File: src/rtl/ivd_pkg.sv
package ivd_pkg;

    localparam int HDR_BYTES = 4;

    typedef enum logic [1:0] {
        FMT_REG  = 2'd0,
        FMT_JUMP = 2'd1,
        FMT_LONG = 2'd2
    } ifmt_e;

    typedef enum logic [1:0] {
        HC_NONE       = 2'd0,
        HC_UNASSIGNED = 2'd1,
        HC_FP_LEN     = 2'd2
    } hcause_e;

    localparam logic [5:0] OP_HIGHEST_LEGAL = 6'd46;
    localparam logic [5:0] OP_BREAKPOINT    = 6'd63;

    typedef struct packed {
        logic [5:0]  opcode;
        logic [1:0]  oplen;
        ifmt_e       fmt;
        logic [3:0]  r0;
        logic [3:0]  r1;
        logic [3:0]  r2;
        logic [3:0]  r3;
        logic [7:0]  flags;
        logic [15:0] offset;
        logic        brk;
    } ihdr_t;

    function automatic logic [5:0] op_of(input logic [7:0] b);
        return b[7:2];
    endfunction

    function automatic ifmt_e fmt_of(input logic [5:0] op);
        case (op)
            6'd13, 6'd14, 6'd39, 6'd40:       return FMT_JUMP;
            6'd3, 6'd5, 6'd6, 6'd8, 6'd45:     return FMT_LONG;
            default:                           return FMT_REG;
        endcase
    endfunction

    function automatic logic is_fp(input logic [5:0] op);
        return (op >= 6'd25 && op <= 6'd29) || op == 6'd31;
    endfunction

    function automatic logic is_assigned(input logic [5:0] op);
        return (op <= OP_HIGHEST_LEGAL) || (op == OP_BREAKPOINT);
    endfunction

    function automatic logic is_break(input logic [5:0] op);
        return (op == 6'd0) || (op == 6'd1) || (op == OP_BREAKPOINT);
    endfunction

endpackage

File: src/rtl/ivd_classify.sv
module ivd_classify
    import ivd_pkg::*;
#(
    parameter int IMM_BYTES = 8,
    localparam int LONG_LEN = HDR_BYTES + IMM_BYTES,
    localparam int LW = $clog2(LONG_LEN + 1)
) (
    input  logic [7:0]    hdr_byte,
    output logic [LW-1:0] hdr_len,
    output hcause_e       cause
);

    logic [5:0] op;
    ifmt_e      fmt;

    always_comb begin
        op  = op_of(hdr_byte);
        fmt = fmt_of(op);
        hdr_len = (fmt == FMT_LONG) ? LW'(LONG_LEN) : LW'(HDR_BYTES);
        if (!is_assigned(op))
            cause = HC_UNASSIGNED;
        else if (is_fp(op) && hdr_byte[1])
            cause = HC_FP_LEN;
        else
            cause = HC_NONE;
    end

endmodule

File: src/rtl/ivd_collect.sv
module ivd_collect
    import ivd_pkg::*;
#(
    parameter int IMM_BYTES = 8,
    localparam int LONG_LEN = HDR_BYTES + IMM_BYTES,
    localparam int LW = $clog2(LONG_LEN + 1)
) (
    input  logic                  clk,
    input  logic                  rst,
    input  logic                  acc,
    input  logic [7:0]            in_byte,
    input  logic                  abort,
    input  logic [LW-1:0]         head_len,
    output logic                  at_head,
    output logic                  last,
    output logic [LW-1:0]         cur_len,
    output logic [LONG_LEN*8-1:0] buf_next
);

    logic [LW-1:0]         cnt_q;
    logic [LW-1:0]         len_q;
    logic [LONG_LEN*8-1:0] buf_q;

    assign at_head = (cnt_q == '0);
    assign cur_len = at_head ? head_len : len_q;
    assign last    = acc && !abort && (cnt_q == cur_len - 1'b1);

    for (genvar i = 0; i < LONG_LEN; i++) begin : g_slot
        assign buf_next[i*8 +: 8] = (acc && cnt_q == LW'(i)) ? in_byte : buf_q[i*8 +: 8];
    end

    always_ff @(posedge clk) begin
        if (rst) begin
            cnt_q <= '0;
            len_q <= LW'(HDR_BYTES);
            buf_q <= '0;
        end else if (acc) begin
            buf_q <= buf_next;
            if (abort || last) begin
                cnt_q <= '0;
            end else begin
                cnt_q <= cnt_q + 1'b1;
            end
            if (at_head) begin
                len_q <= head_len;
            end
        end
    end

endmodule

File: src/rtl/ivd_format.sv
module ivd_format
    import ivd_pkg::*;
#(
    parameter int IMM_BYTES = 8,
    localparam int LONG_LEN = HDR_BYTES + IMM_BYTES
) (
    input  logic [LONG_LEN*8-1:0]  bytes,
    output ihdr_t                  hdr,
    output logic [IMM_BYTES*8-1:0] imm
);

    logic [7:0] b0, b1, b2, b3;
    ifmt_e      fmt;

    assign b0  = bytes[7:0];
    assign b1  = bytes[15:8];
    assign b2  = bytes[23:16];
    assign b3  = bytes[31:24];
    assign fmt = fmt_of(op_of(b0));

    always_comb begin
        hdr.opcode = op_of(b0);
        hdr.oplen  = b0[1:0];
        hdr.fmt    = fmt;
        hdr.flags  = b3;
        hdr.brk    = is_break(op_of(b0));
        if (fmt == FMT_JUMP) begin
            hdr.r0     = '0;
            hdr.r1     = '0;
            hdr.r2     = '0;
            hdr.r3     = '0;
            hdr.offset = {b2, b1};
        end else begin
            hdr.r0     = b1[3:0];
            hdr.r1     = b1[7:4];
            hdr.r2     = b2[3:0];
            hdr.r3     = b2[7:4];
            hdr.offset = '0;
        end
    end

    for (genvar k = 0; k < IMM_BYTES; k++) begin : g_imm
        assign imm[k*8 +: 8] = (fmt == FMT_LONG) ? bytes[(HDR_BYTES+k)*8 +: 8] : 8'h00;
    end

endmodule

File: src/rtl/ivd_decoder.sv
module ivd_decoder
    import ivd_pkg::*;
#(
    parameter int IMM_BYTES = 8,
    localparam int LONG_LEN = HDR_BYTES + IMM_BYTES,
    localparam int LW = $clog2(LONG_LEN + 1)
) (
    input  logic                   clk,
    input  logic                   rst,
    input  logic                   in_valid,
    input  logic [7:0]             in_byte,
    output logic                   in_ready,
    output logic                   rec_valid,
    output logic [5:0]             rec_opcode,
    output logic [1:0]             rec_oplen,
    output logic [1:0]             rec_fmt,
    output logic [3:0]             rec_reg0,
    output logic [3:0]             rec_reg1,
    output logic [3:0]             rec_reg2,
    output logic [3:0]             rec_reg3,
    output logic [7:0]             rec_flags,
    output logic [15:0]            rec_offset,
    output logic [IMM_BYTES*8-1:0] rec_imm,
    output logic [LW-1:0]          rec_len,
    output logic                   rec_brk,
    output logic                   halt,
    output logic [1:0]             halt_cause
);

    logic                  acc;
    logic [LW-1:0]         cls_len;
    hcause_e               cls_cause;
    logic                  at_head;
    logic                  abort;
    logic                  last;
    logic [LW-1:0]         cur_len;
    logic [LONG_LEN*8-1:0] buf_next;
    ihdr_t                 f_hdr;
    logic [IMM_BYTES*8-1:0] f_imm;

    logic                  halt_q;
    hcause_e               cause_q;
    logic                  rv_q;
    ihdr_t                 hdr_q;
    logic [IMM_BYTES*8-1:0] imm_q;
    logic [LW-1:0]         len_q;

    assign in_ready = !halt_q;
    assign acc      = in_valid && in_ready;
    assign abort    = at_head && (cls_cause != HC_NONE);

    ivd_classify #(.IMM_BYTES(IMM_BYTES)) u_cls (
        .hdr_byte (in_byte),
        .hdr_len  (cls_len),
        .cause    (cls_cause)
    );

    ivd_collect #(.IMM_BYTES(IMM_BYTES)) u_col (
        .clk      (clk),
        .rst      (rst),
        .acc      (acc),
        .in_byte  (in_byte),
        .abort    (abort),
        .head_len (cls_len),
        .at_head  (at_head),
        .last     (last),
        .cur_len  (cur_len),
        .buf_next (buf_next)
    );

    ivd_format #(.IMM_BYTES(IMM_BYTES)) u_fmt (
        .bytes (buf_next),
        .hdr   (f_hdr),
        .imm   (f_imm)
    );

    always_ff @(posedge clk) begin
        if (rst) begin
            halt_q  <= 1'b0;
            cause_q <= HC_NONE;
            rv_q    <= 1'b0;
            hdr_q   <= '0;
            imm_q   <= '0;
            len_q   <= '0;
        end else begin
            rv_q <= last;
            if (last) begin
                hdr_q <= f_hdr;
                imm_q <= f_imm;
                len_q <= cur_len;
            end
            if (acc && abort) begin
                halt_q  <= 1'b1;
                cause_q <= cls_cause;
            end
        end
    end

    assign rec_valid  = rv_q;
    assign rec_opcode = hdr_q.opcode;
    assign rec_oplen  = hdr_q.oplen;
    assign rec_fmt    = hdr_q.fmt;
    assign rec_reg0   = hdr_q.r0;
    assign rec_reg1   = hdr_q.r1;
    assign rec_reg2   = hdr_q.r2;
    assign rec_reg3   = hdr_q.r3;
    assign rec_flags  = hdr_q.flags;
    assign rec_offset = hdr_q.offset;
    assign rec_brk    = hdr_q.brk;
    assign rec_imm    = imm_q;
    assign rec_len    = len_q;
    assign halt       = halt_q;
    assign halt_cause = cause_q;

endmodule

File: config.mk
export PLATFORM = sky130hd
export DESIGN_NAME = ivd_decoder
export DESIGN_NICKNAME = d
export VERILOG_FILES = /design/src/rtl/ivd_pkg.sv /design/src/rtl/ivd_classify.sv /design/src/rtl/ivd_collect.sv /design/src/rtl/ivd_format.sv /design/src/rtl/ivd_decoder.sv
export SDC_FILE = /design/constraint.sdc
export NUM_CORES = 1
export LEC_CHECK = 0
export ABC_AREA = 1
export ABC_CLOCK_PERIOD_IN_PS = 5500
export BUFFER_PORTS_ARGS = -buffer_cell sky130_fd_sc_hd__buf_2
export CORE_UTILIZATION = 60
export DETAILED_ROUTE_END_ITERATION = 8
export PLACE_DENSITY = 0.83
export SLEW_MARGIN = 30
export SYNTH_ARGS = -nofsm -noshare
export SYNTH_HDL_FRONTEND = slang
export SYNTH_SLANG_ARGS = --single-unit
export TNS_END_PERCENT = 100
File: constraint.sdc
create_clock -name clk -period 5.5 [get_ports clk]
set_clock_uncertainty 0.15 [all_clocks]
set_input_delay 1.1 -clock clk [delete_from_list [all_inputs] [get_ports clk]]
set_output_delay 1.1 -clock clk [all_outputs]
set_load 0.01 [all_outputs]
# Yosys cells after proc, flatten, opt, wreduce, memory -nomap -nowiden
# Cells that the tools add are included.
[classes] eq_ne=37 bitwise=0 n_shift=0 n_lt_le_gt_ge=3 div_mod_pow=0 n_mul=0 add_sub_neg=2 n_reduce_logical=33 muxes=29
[op_table] op="2-to-1 mux 8 bit" n=20
[op_table] op="== test 6 bit (second input constant)" n=8
[op_table] op="== test 6 x 4 -> 1 bit (second input constant)" n=6
[op_table] op="2-to-1 mux 16 bit" n=2
[op_table] op="== test 6 x 3 -> 1 bit (second input constant)" n=4
[op_table] op="logical AND 1 bit" n=19
[op_table] op="== test 4 x 3 -> 1 bit (second input constant)" n=4
[op_table] op="== test 4 bit (second input constant)" n=4
[op_table] op="== test 6 x 2 -> 1 bit (second input constant)" n=2
[op_table] op="2-to-1 mux 4 bit" n=3
[op_table] op="OR reduction 5 bit" n=2
[op_table] op="== test 4 x 2 -> 1 bit (second input constant)" n=2
[op_table] op="case mux 2 bit (2 select lines)" n=2
[op_table] op="OR reduction 4 bit" n=2
[op_table] op="== test 6 x 1 -> 1 bit (second input constant)" n=1
[op_table] op="== test 6 x 5 -> 1 bit (second input constant)" n=1
[op_table] op=">= comparator 6 x 5 -> 1 bit (second input constant)" n=1
[op_table] op="less-or-equal comparator 6 x 5 -> 1 bit (second input constant)" n=1
[op_table] op="less-or-equal comparator 6 bit (second input constant)" n=1
[op_table] op="logical NOT 6 bit" n=1
[op_table] op="logical OR 1 bit" n=5
[op_table] op="adder 4 x 1 -> 4 bit (second input constant)" n=1
[op_table] op="== test 2 bit (second input constant)" n=2
[op_table] op="== test 4 x 1 -> 1 bit (second input constant)" n=1
[op_table] op="other kinds (7)" n=9
[totals] output_inout_bits=124 latch_bits=0 memories=0 inputBits=11 mem_bits_ro=0 mem_bits_rw=0 wordCells=122 reg_bits=227

# Longest topological paths before layout
# Gate-level depths: netlist of run 1.
[logic_depth] ltp_word=13 mapped_depth=19 ltp_nobuf=17

# Hierarchy
# Synthesis of run 1 repeated with hierarchy kept, for this count alone.
[unflattened] hier_cells=1567 area_unflattened_um2=10585.2
[modules_own_cells] module="ivd_collect" area_each_um2=4692.0 seq_area_each_um2=2082.0 cells_each=727 instances=1
[modules_own_cells] module="ivd_decoder" area_each_um2=4311.6 seq_area_each_um2=2462.4 cells_each=541 instances=1
[modules_own_cells] module="ivd_format" area_each_um2=1392.6 seq_area_each_um2=0.0 cells_each=258 instances=1
[modules_own_cells] module="ivd_classify" area_each_um2=188.9 seq_area_each_um2=0.0 cells_each=41 instances=1

# Worst setup path after synthesis of run 1
# OpenSTA, ideal clock, no wires.
[synth_timing] path_kind="input to register" start="in in_byte[6]" end="reg hdr_q, in the netlist rec_reg3[3]" t_arrival_ns=2.486 path_buffers=3 required_ns=5.237 path_stages=14 slack_ns=2.751 setup_time_ns=0.113 path_cell_list="buf_2 clkinv_1 nor2_1 nand3_1 nand2_1 nand2_1 nand2_1 inv_2 nand2_4 inv_2 buf_6 buf_4 nand3_1 nand2_1"
[synth_via] elab_chain_cells=11 word_cells_on_any_way=48 classes_between="add/sub: 1; order compare: 3; eq/ne: 23; mux: 8; reduce/logical: 13"
[synth_lines] item="start, declared" line="ivd_decoder.sv:11" text="input logic [7:0] in_byte,"
[synth_lines] item="branches (longest 11 deep; another with subtractor 4 x 1 -> 4 bit)"
[synth_lines] item="end signal, assigned" line="ivd_decoder.sv:88" text="hdr_q <= f_hdr;"
[synth_lines] item="end, declared" line="ivd_decoder.sv:44" text="ihdr_t hdr_q;"
# Parallel ways; which one is timed is not known.
# A chain may end at the register's enable or synchronous reset.

# Final worst setup path of run 1
[layout_timing] start="reg u_col.cnt_q[0]" end="reg imm_q[23], in the netlist rec_imm[23]"
[layout_via] elab_chain_cells=8 word_cells_on_any_way=27 classes_between="add/sub: 1; eq/ne: 12; mux: 5; reduce/logical: 9"
[layout_lines] item="start, declared" line="ivd_collect.sv:20" text="logic [LW-1:0] cnt_q;"
[layout_lines] item="start signal, assigned" line="ivd_collect.sv:42" text="cnt_q <= cnt_q + 1'b1;"
[layout_lines] item="logical NOT 4 bit" line="ivd_collect.sv:24, ivd_collect.sv:29"
[layout_lines] item="logical AND 1 bit" line="ivd_collect.sv:29" text="assign buf_next[i*8 +: 8] = (acc && cnt_q == LW'(i)) ? in_byte : buf_q[i*8 +: 8];"
[layout_lines] item="2-to-1 mux 8 bit" line="ivd_collect.sv:29"
[layout_lines] item="== test 6 x 2 -> 1 bit, or another cell as far along" line="ivd_pkg.sv:38" text="case (op)"
[layout_lines] item="OR reduction 5 bit or OR reduction 4 bit (tied branches)" line="ivd_pkg.sv:38"
[layout_lines] item="case mux 2 bit (2 select lines)" line="ivd_pkg.sv:38"
[layout_lines] item="== test 2 bit" line="ivd_format.sv:43" text="assign imm[k*8 +: 8] = (fmt == FMT_LONG) ? bytes[(HDR_BYTES+k)*8 +: 8] : 8'h00;"
[layout_lines] item="2-to-1 mux 8 bit" line="ivd_format.sv:43"
[layout_lines] item="end signal, assigned" line="ivd_decoder.sv:89" text="imm_q <= f_imm;"
[layout_lines] item="end, declared" line="ivd_decoder.sv:45" text="logic [IMM_BYTES*8-1:0] imm_q;"
# Parallel ways exist; a longest one is shown, timed or not.

==> impl_metrics.tcl, run 1 <==
set metrics [dict create \
    status "completed" \
    synthArstFlopShare 0 \
    start_util 0.622 \
    globalplace.congestion 0.941 \
    seqCellArea_sq_um 4540 \
    path_max_fanout 67 \
    clock_latency_ns 0.51 \
    crit_type "reg2reg" \
    drt-vias-per-instance 5.45 \
    yosys.area.top_type "dfxtp_1" \
    core-area_sq_um 15400 \
    post_drt_wl_per_cell_microns 15.2 \
    synth_commonest_cells "dfxtp_1 (227), nand2_1 (190), nand3_1 (152), nor2_1 (131), inv_1 (111)" \
    leakage_nw 5.04 \
    synthCells 1190 \
    clk_pin_slew_ns 0.07 \
    drive_above_1_share 0.224 \
    slew_headroom 0.339 \
    cp.arrival_ns 4.77 \
    clock_path_buffers 3 \
    endpoint "rec_imm[23]$_SDFFE_PP0P_" \
    dr.first_iter.drc_count 599 \
    synth_area_per_cell_sq_um 8.06 \
    finalCoreUtilization 0.702 \
    cp-startpoint "u_col.cnt_q[0]$_SDFFE_PP0P_" \
    power_density_nw_per_um2 362 \
    final_nets 1288 \
    slew_viol_final 0 \
    fin_area_sq_um 10800 \
    grt_antenna_before_repair 0 \
    synth_edf_count 0 \
    drtAntennaViolNets 0 \
    cts_max_level 1 \
    cts.repair.resized 0 \
    synthesis.nets 1206 \
    io_buffers 134 \
    ys_seq_elements 227 \
    routed_wl_microns 22700 \
    worst_setup_path_start_kind "flop" \
    finalCriticalPeriod_ns 4.48 \
    rsz0062_at_grt "no" \
    yosysWarnings 0 \
    grt_overflow 0 \
    r2r-start "u_col.cnt_q[0]$_SDFFE_PP0P_" \
    grt_pass1_vias 7572 \
    drv_cap 0 \
    synthToLayoutAreaGrowth_pct 12.9 \
    grt_max_degree 85 \
    hpwl_microns 14600 \
    drt_pre_antenna_iters 5 \
    yosysTopAreaCellShare 0.474 \
    setup_violations 0 \
    reg2reg_to "rec_imm[23]$_SDFFE_PP0P_" \
    hold_viol 0 \
    cts_tree "built" \
    post-route-period-util 0.815 \
    die_area_sq_um 16500 \
    synth.most_common_cell "dfxtp_1" \
    total_power_w 0.00392 \
    cts.sinks 227 \
    cp_data_required_time_ns 5.79 \
    dr_total_vias 8173 \
    die_h_microns 128 \
    cts-hold-fix-buffers 0 \
    ir_worst_vdd_mv 0.220 \
    antenna-diode-count 0 \
    ys.flop_type "dfxtp_1" \
    hold_slack_ns 0.314 \
    dieWidth_microns 128 \
    grt_pass1_wl_microns 36900 \
    placed_cell_area_sq_um 10100 \
    multi_input_area_sq_um 4100 \
    end_kind "flop" \
    hp-class "reg2reg" \
    synthTopCellsByArea "dfxtp_1 (47%), nand3_1 (7.9%), nand2_1 (7.4%), nand3_2 (5.6%), nor2_1 (5.1%)" \
    reg2reg_slack_ns 1.02 \
    syn_area_sq_um 9590 \
    hold_path_depth 2 \
    synth_cell_types 38 \
    max_freq_ghz 0.223 \
    setup-tns-final_ns 0 \
    cts_setup_buffers 0 \
    rows 45 \
    drcViolationCount 0 \
    fillers 1264 \
    cts_root_buffer "clkbuf_16" \
    track_usage 0.276 \
    ff2ff_path_depth 17 \
    cts_made_buffers 23 \
    synth_seq_area_share 0.474 \
    boundaryPins 135 \
    tightest_slew_ns 0.992 \
]
## stage by stage
stage               std cells  setup WS (ns)
floorplan                1190           2.75
global placement         1458           1.12
detailed placement       1458           1.04
CTS                      1500           1.09
global route             1500          0.682
finish                   1500           1.02
## per-layer routing
metal	global-route usage	wire length, microns	up-vias
met1	0.366	9900	3831
met3	0.0391	1430	43
met4	0.102	609	0
li1	-	-	4023
met5	0	0	-
met2	0.459	10800	276
## cells by family after synthesis
| logic type | count (synthesis) | synth area share |
|---|---|---|
| AO/OA/AOI/OAI | 163 | 0.107 |
| flip-flops | 227 | 0.474 |
| adder cells (fa/ha/maj) | 5 | 0.00652 |
| buffers and inverters | 199 | 0.0991 |
| AND/OR/NAND/NOR | 591 | 0.309 |
| XOR/XNOR | 5 | 0.00457 |
## worst min path at each step
| stage | startpoint | end | slack [ns] |
|---|---|---|---|
| 6_report | halt_cause[0]$_SDFFE_PP0P_ | halt_cause[0]$_SDFFE_PP0P_ | 0.31 |
| 5_1_grt | rec_imm[28]$_SDFFE_PP0P_ | rec_imm[28]$_SDFFE_PP0P_ | 0.33 |
| 4_1_cts | rec_brk$_SDFFE_PP0P_ | rec_brk$_SDFFE_PP0P_ | 0.31 |
| 3_5_place_dp | u_col.len_q[2]$_SDFFE_PP1P_ | u_col.len_q[2]$_SDFFE_PP1P_ | 0.30 |
| 3_3_place_gp | u_col.len_q[2]$_SDFFE_PP1P_ | u_col.len_q[2]$_SDFFE_PP1P_ | 0.29 |
| 2_1_floorplan | u_col.len_q[2]$_SDFFE_PP1P_ | u_col.len_q[2]$_SDFFE_PP1P_ | 0.26 |
## critical path, cell delays in order, from the launching register on
cell and delay [ns]:
dfxtp_1 0.44, inv_1 0.13, ha_1 0.39, nand2_2 0.21
inv_2 0.07, nor2_1 0.09, inv_1 0.08, ha_1 0.29
xor2_1 0.16, o211ai_1 0.11, nor2_1 0.12, nand2_1 0.09
inv_2 0.20, nand2_4 0.42, nor2_4 0.68, buf_4 0.49
nand3_1 0.13, nand2_1 0.10
## final cells by class
class	count	share of cell area
clock inverter	9	0.00705
tap	211	0.0244
multi-input combinational	764	0.379
clock buffer	33	0.0631
sequential	227	0.420
inverter	116	0.0407
timing repair buffer	140	0.0663
## where the power goes
group	internal, W	total (W)	switching [W]
clock	0.000911	0.00154	0.000633
sequential	0.00170	0.00172	0.0000269
combinational	0.000147	0.000647	0.000500
## layout by cell type (no fill, tap or decap), types with 6 or more instances in the layout
master	count
dfxtp_1	227
nand2_1	190
nand3_1	152
buf_2	133
nor2_1	130
inv_1	111
nand3_2	54
o21ai_0	45
a21oi_1	42
o21a_1	33
o21ai_2	24
clkbuf_16	23
nand4_1	21
o21ai_1	12
nand3b_1	12
nand2_2	9
clkbuf_8	7
buf_4	7
nor2_2	6
clkinv_2	6
## flip-flops by register name (all words and copies together), names as in the netlist, 6 cells and up
| register | flops |
|---|---|
| rec_opcode | 6 |
| rec_offset | 16 |
| rec_flags | 8 |
| u_col.buf_q | 96 |
| rec_imm | 64 |
Note: power is estimated with default switching activity, not from simulation.
==> run 2: changes to the inputs <==
--- a/config.mk
+++ b/config.mk
@@ -6,11 +6,11 @@
 export NUM_CORES = 1
 export LEC_CHECK = 0
 export ABC_AREA = 1
-export ABC_CLOCK_PERIOD_IN_PS = 5500
+export ABC_CLOCK_PERIOD_IN_PS = 4600
 export BUFFER_PORTS_ARGS = -buffer_cell sky130_fd_sc_hd__buf_2
-export CORE_UTILIZATION = 60
+export CORE_UTILIZATION = 57
 export DETAILED_ROUTE_END_ITERATION = 8
-export PLACE_DENSITY = 0.83
+export PLACE_DENSITY = 0.79
 export SLEW_MARGIN = 30
 export SYNTH_ARGS = -nofsm -noshare
 export SYNTH_HDL_FRONTEND = slang
==> constraint.sdc (replaced) <==
create_clock -name clk -period 4.6 [get_ports clk]
set_clock_uncertainty 0.15 [all_clocks]
set_input_delay 0.92 -clock clk [delete_from_list [all_inputs] [get_ports clk]]
set_output_delay 0.92 -clock clk [all_outputs]
set_load 0.01 [all_outputs]
==> impl_metrics.tcl, run 2 (synthesis gave the netlist of run 1 again) <==
set metrics [dict create \
    grt_antenna_before_repair 0 \
    cp_slowest_stage_delay_ns 0.46 \
    crit_type "reg2reg" \
    io_buffers 134 \
    hp-start "u_col.len_q[2]$_SDFFE_PP1P_" \
    grt_pass1_wl_microns 36900 \
    hold_viol 0 \
    finalCriticalPeriod_ns 3.78 \
    cts_made_buffers 24 \
    setup-tns-final_ns 0 \
    cts-hold-fix-buffers 0 \
    dr_total_vias 8054 \
    ir_worst_vdd_mv 0.305 \
    cts_max_level 1 \
    drtAntennaViolNets 0 \
    status "completed" \
    rows 47 \
    final_cell_mix "dfxtp_1 (227), nand2_1 (190), nand3_1 (152)" \
    post_drt_wl_per_cell_microns 15.0 \
    synthToLayoutAreaGrowth_pct 14.5 \
    final_nets 1294 \
    cts_root_buffer "clkbuf_16" \
    tightest_slew_ns 0.847 \
    antenna-diode-count 0 \
    worst_setup_path_start_kind "flop" \
    grt_max_degree 74 \
    grt_pass1_vias 7487 \
    final_common_cell "dfxtp_1" \
    drv_cap 0 \
    power_density_nw_per_um2 444 \
    fin_area_sq_um 11000 \
    setup_violations 0 \
    fillers 1397 \
    globalplace.congestion 0.847 \
    post-route-period-util 0.822 \
    slowest_stage "inv_2" \
    dieWidth_microns 132 \
    slew_viol_final 0 \
    routed_wl_microns 22800 \
    start_util 0.580 \
    core-area_sq_um 16500 \
    end_kind "flop" \
    die_h_microns 132 \
    slew_headroom 0.432 \
    drt_pre_antenna_iters 5 \
    critPathTopFamily "buffers and inverters" \
    clock_latency_ns 0.51 \
    cts.sinks 227 \
    die_area_sq_um 17400 \
    grt_overflow 0 \
    r2r-start "u_col.cnt_q[0]$_SDFFE_PP0P_" \
    path_max_fanout 28 \
    cts.repair.resized 0 \
    clk_pin_slew_ns 0.06 \
    dr.first_iter.drc_count 671 \
    drt-vias-per-instance 5.31 \
    max_freq_ghz 0.264 \
    critPathMostFrequentCell "inv_2" \
    placed_cell_area_sq_um 10100 \
    path_buf_inv 6 \
    boundaryPins 135 \
    cp.arrival_ns 4.08 \
    cts_setup_buffers 0 \
    drive_above_1_share 0.226 \
    hpwl_microns 14400 \
    cp-startpoint "u_col.cnt_q[0]$_SDFFE_PP0P_" \
    crit_chain "inv_1 > ha_1 > nand2_2 > inv_2 > nor2_1 > inv_1 > ha_1 > xor2_1 > o211ai_1 > nor2_1 > nand2_1 > inv_2 > nand2_4 > inv_2 > buf_4 > nand3_2 > nand2_1" \
    largest_reg_flops 96 \
    leakage_nw 5.11 \
    clock_path_buffers 3 \
    drcViolationCount 0 \
    regMostFlops "u_col.buf_q" \
    cts_tree "built" \
    hp-class "reg2reg" \
    cp_data_required_time_ns 4.90 \
    track_usage 0.258 \
    rsz0062_at_grt "no" \
]
[run 2: cell count changes in the layout (fill, tap and decap cells not counted), sizes merged]
cell and change:
buf +5, bufinv +2, clkinv -2, clkbuf +1, inv +1
[run 2: final timing paths]
| check | endpoint | slack [ns] | cells after the start |
|---|---|---|---|
| worst min-delay path | u_col.len_q[2]$_SDFFE_PP1P_ | 0.30 | 2 |
| worst max-delay path | rec_imm[1]$_SDFFE_PP0P_ | 0.82 | 17 |
| worst min register to register | u_col.len_q[2]$_SDFFE_PP1P_ | 0.30 | 2 |
| worst max register to register | rec_imm[1]$_SDFFE_PP0P_ | 0.82 | 17 |
[run 2: layout make-up]
cell class,count,area (sq um),area share
Clock buffer,34,699,0.0637
Clock inverter,10,138,0.0125
Inverter,116,438,0.0399
Multi-Input combinational cell,764,4110,0.374
Sequential cell,227,4540,0.414
Tap cell,220,275,0.0251
Timing Repair Buffer,145,781,0.0711
[run 2: per-layer routing]
metal	up-vias	wire length [microns]	share of wire	global-route usage
met5	-	0	0	0
met1	3749	10200	0.45	0.342
met3	41	1340	0.059	0.0440
met4	0	525	0.023	0.0827
li1	4038	-	-	-
met2	226	10800	0.47	0.428
[run 2: power by group]
group	total, W	switching (W)	internal, W
logic	0.000794	0.000607	0.000188
registers	0.00206	0.0000335	0.00203
clock network	0.00202	0.000784	0.00123
total	0.00488	0.00142	0.00345
[run 2: stage by stage]
stage / setup WS [ns] / power [W] / hold slack, ns / util / cells
6_report: 0.819 / 0.00488 / 0.296 / 0.664 / 1516
5_1_grt: 0.565 / 0.00505 / 0.336 / 0.664 / 1516
2_1_floorplan: 2.03 / 0.00286 / 0.264 / - / 1190
4_1_cts: 0.825 / 0.00489 / 0.295 / 0.664 / 1516
3_5_place_dp: 0.732 / 0.00288 / 0.281 / 0.613 / 1472
3_3_place_gp: 0.719 / 0.00286 / 0.283 / 0.613 / 1472
[run 2: worst register-to-register path: cells and delay by family, from the launching register on]
family	cells	cell delay (ns)
flip-flops	1	0.45
buffers and inverters	6	1.37
adder cells (fa/ha/maj)	2	0.57
XOR/XNOR	1	0.18
AO/OA/AOI/OAI	1	0.11
AND/OR/NAND/NOR	7	0.89
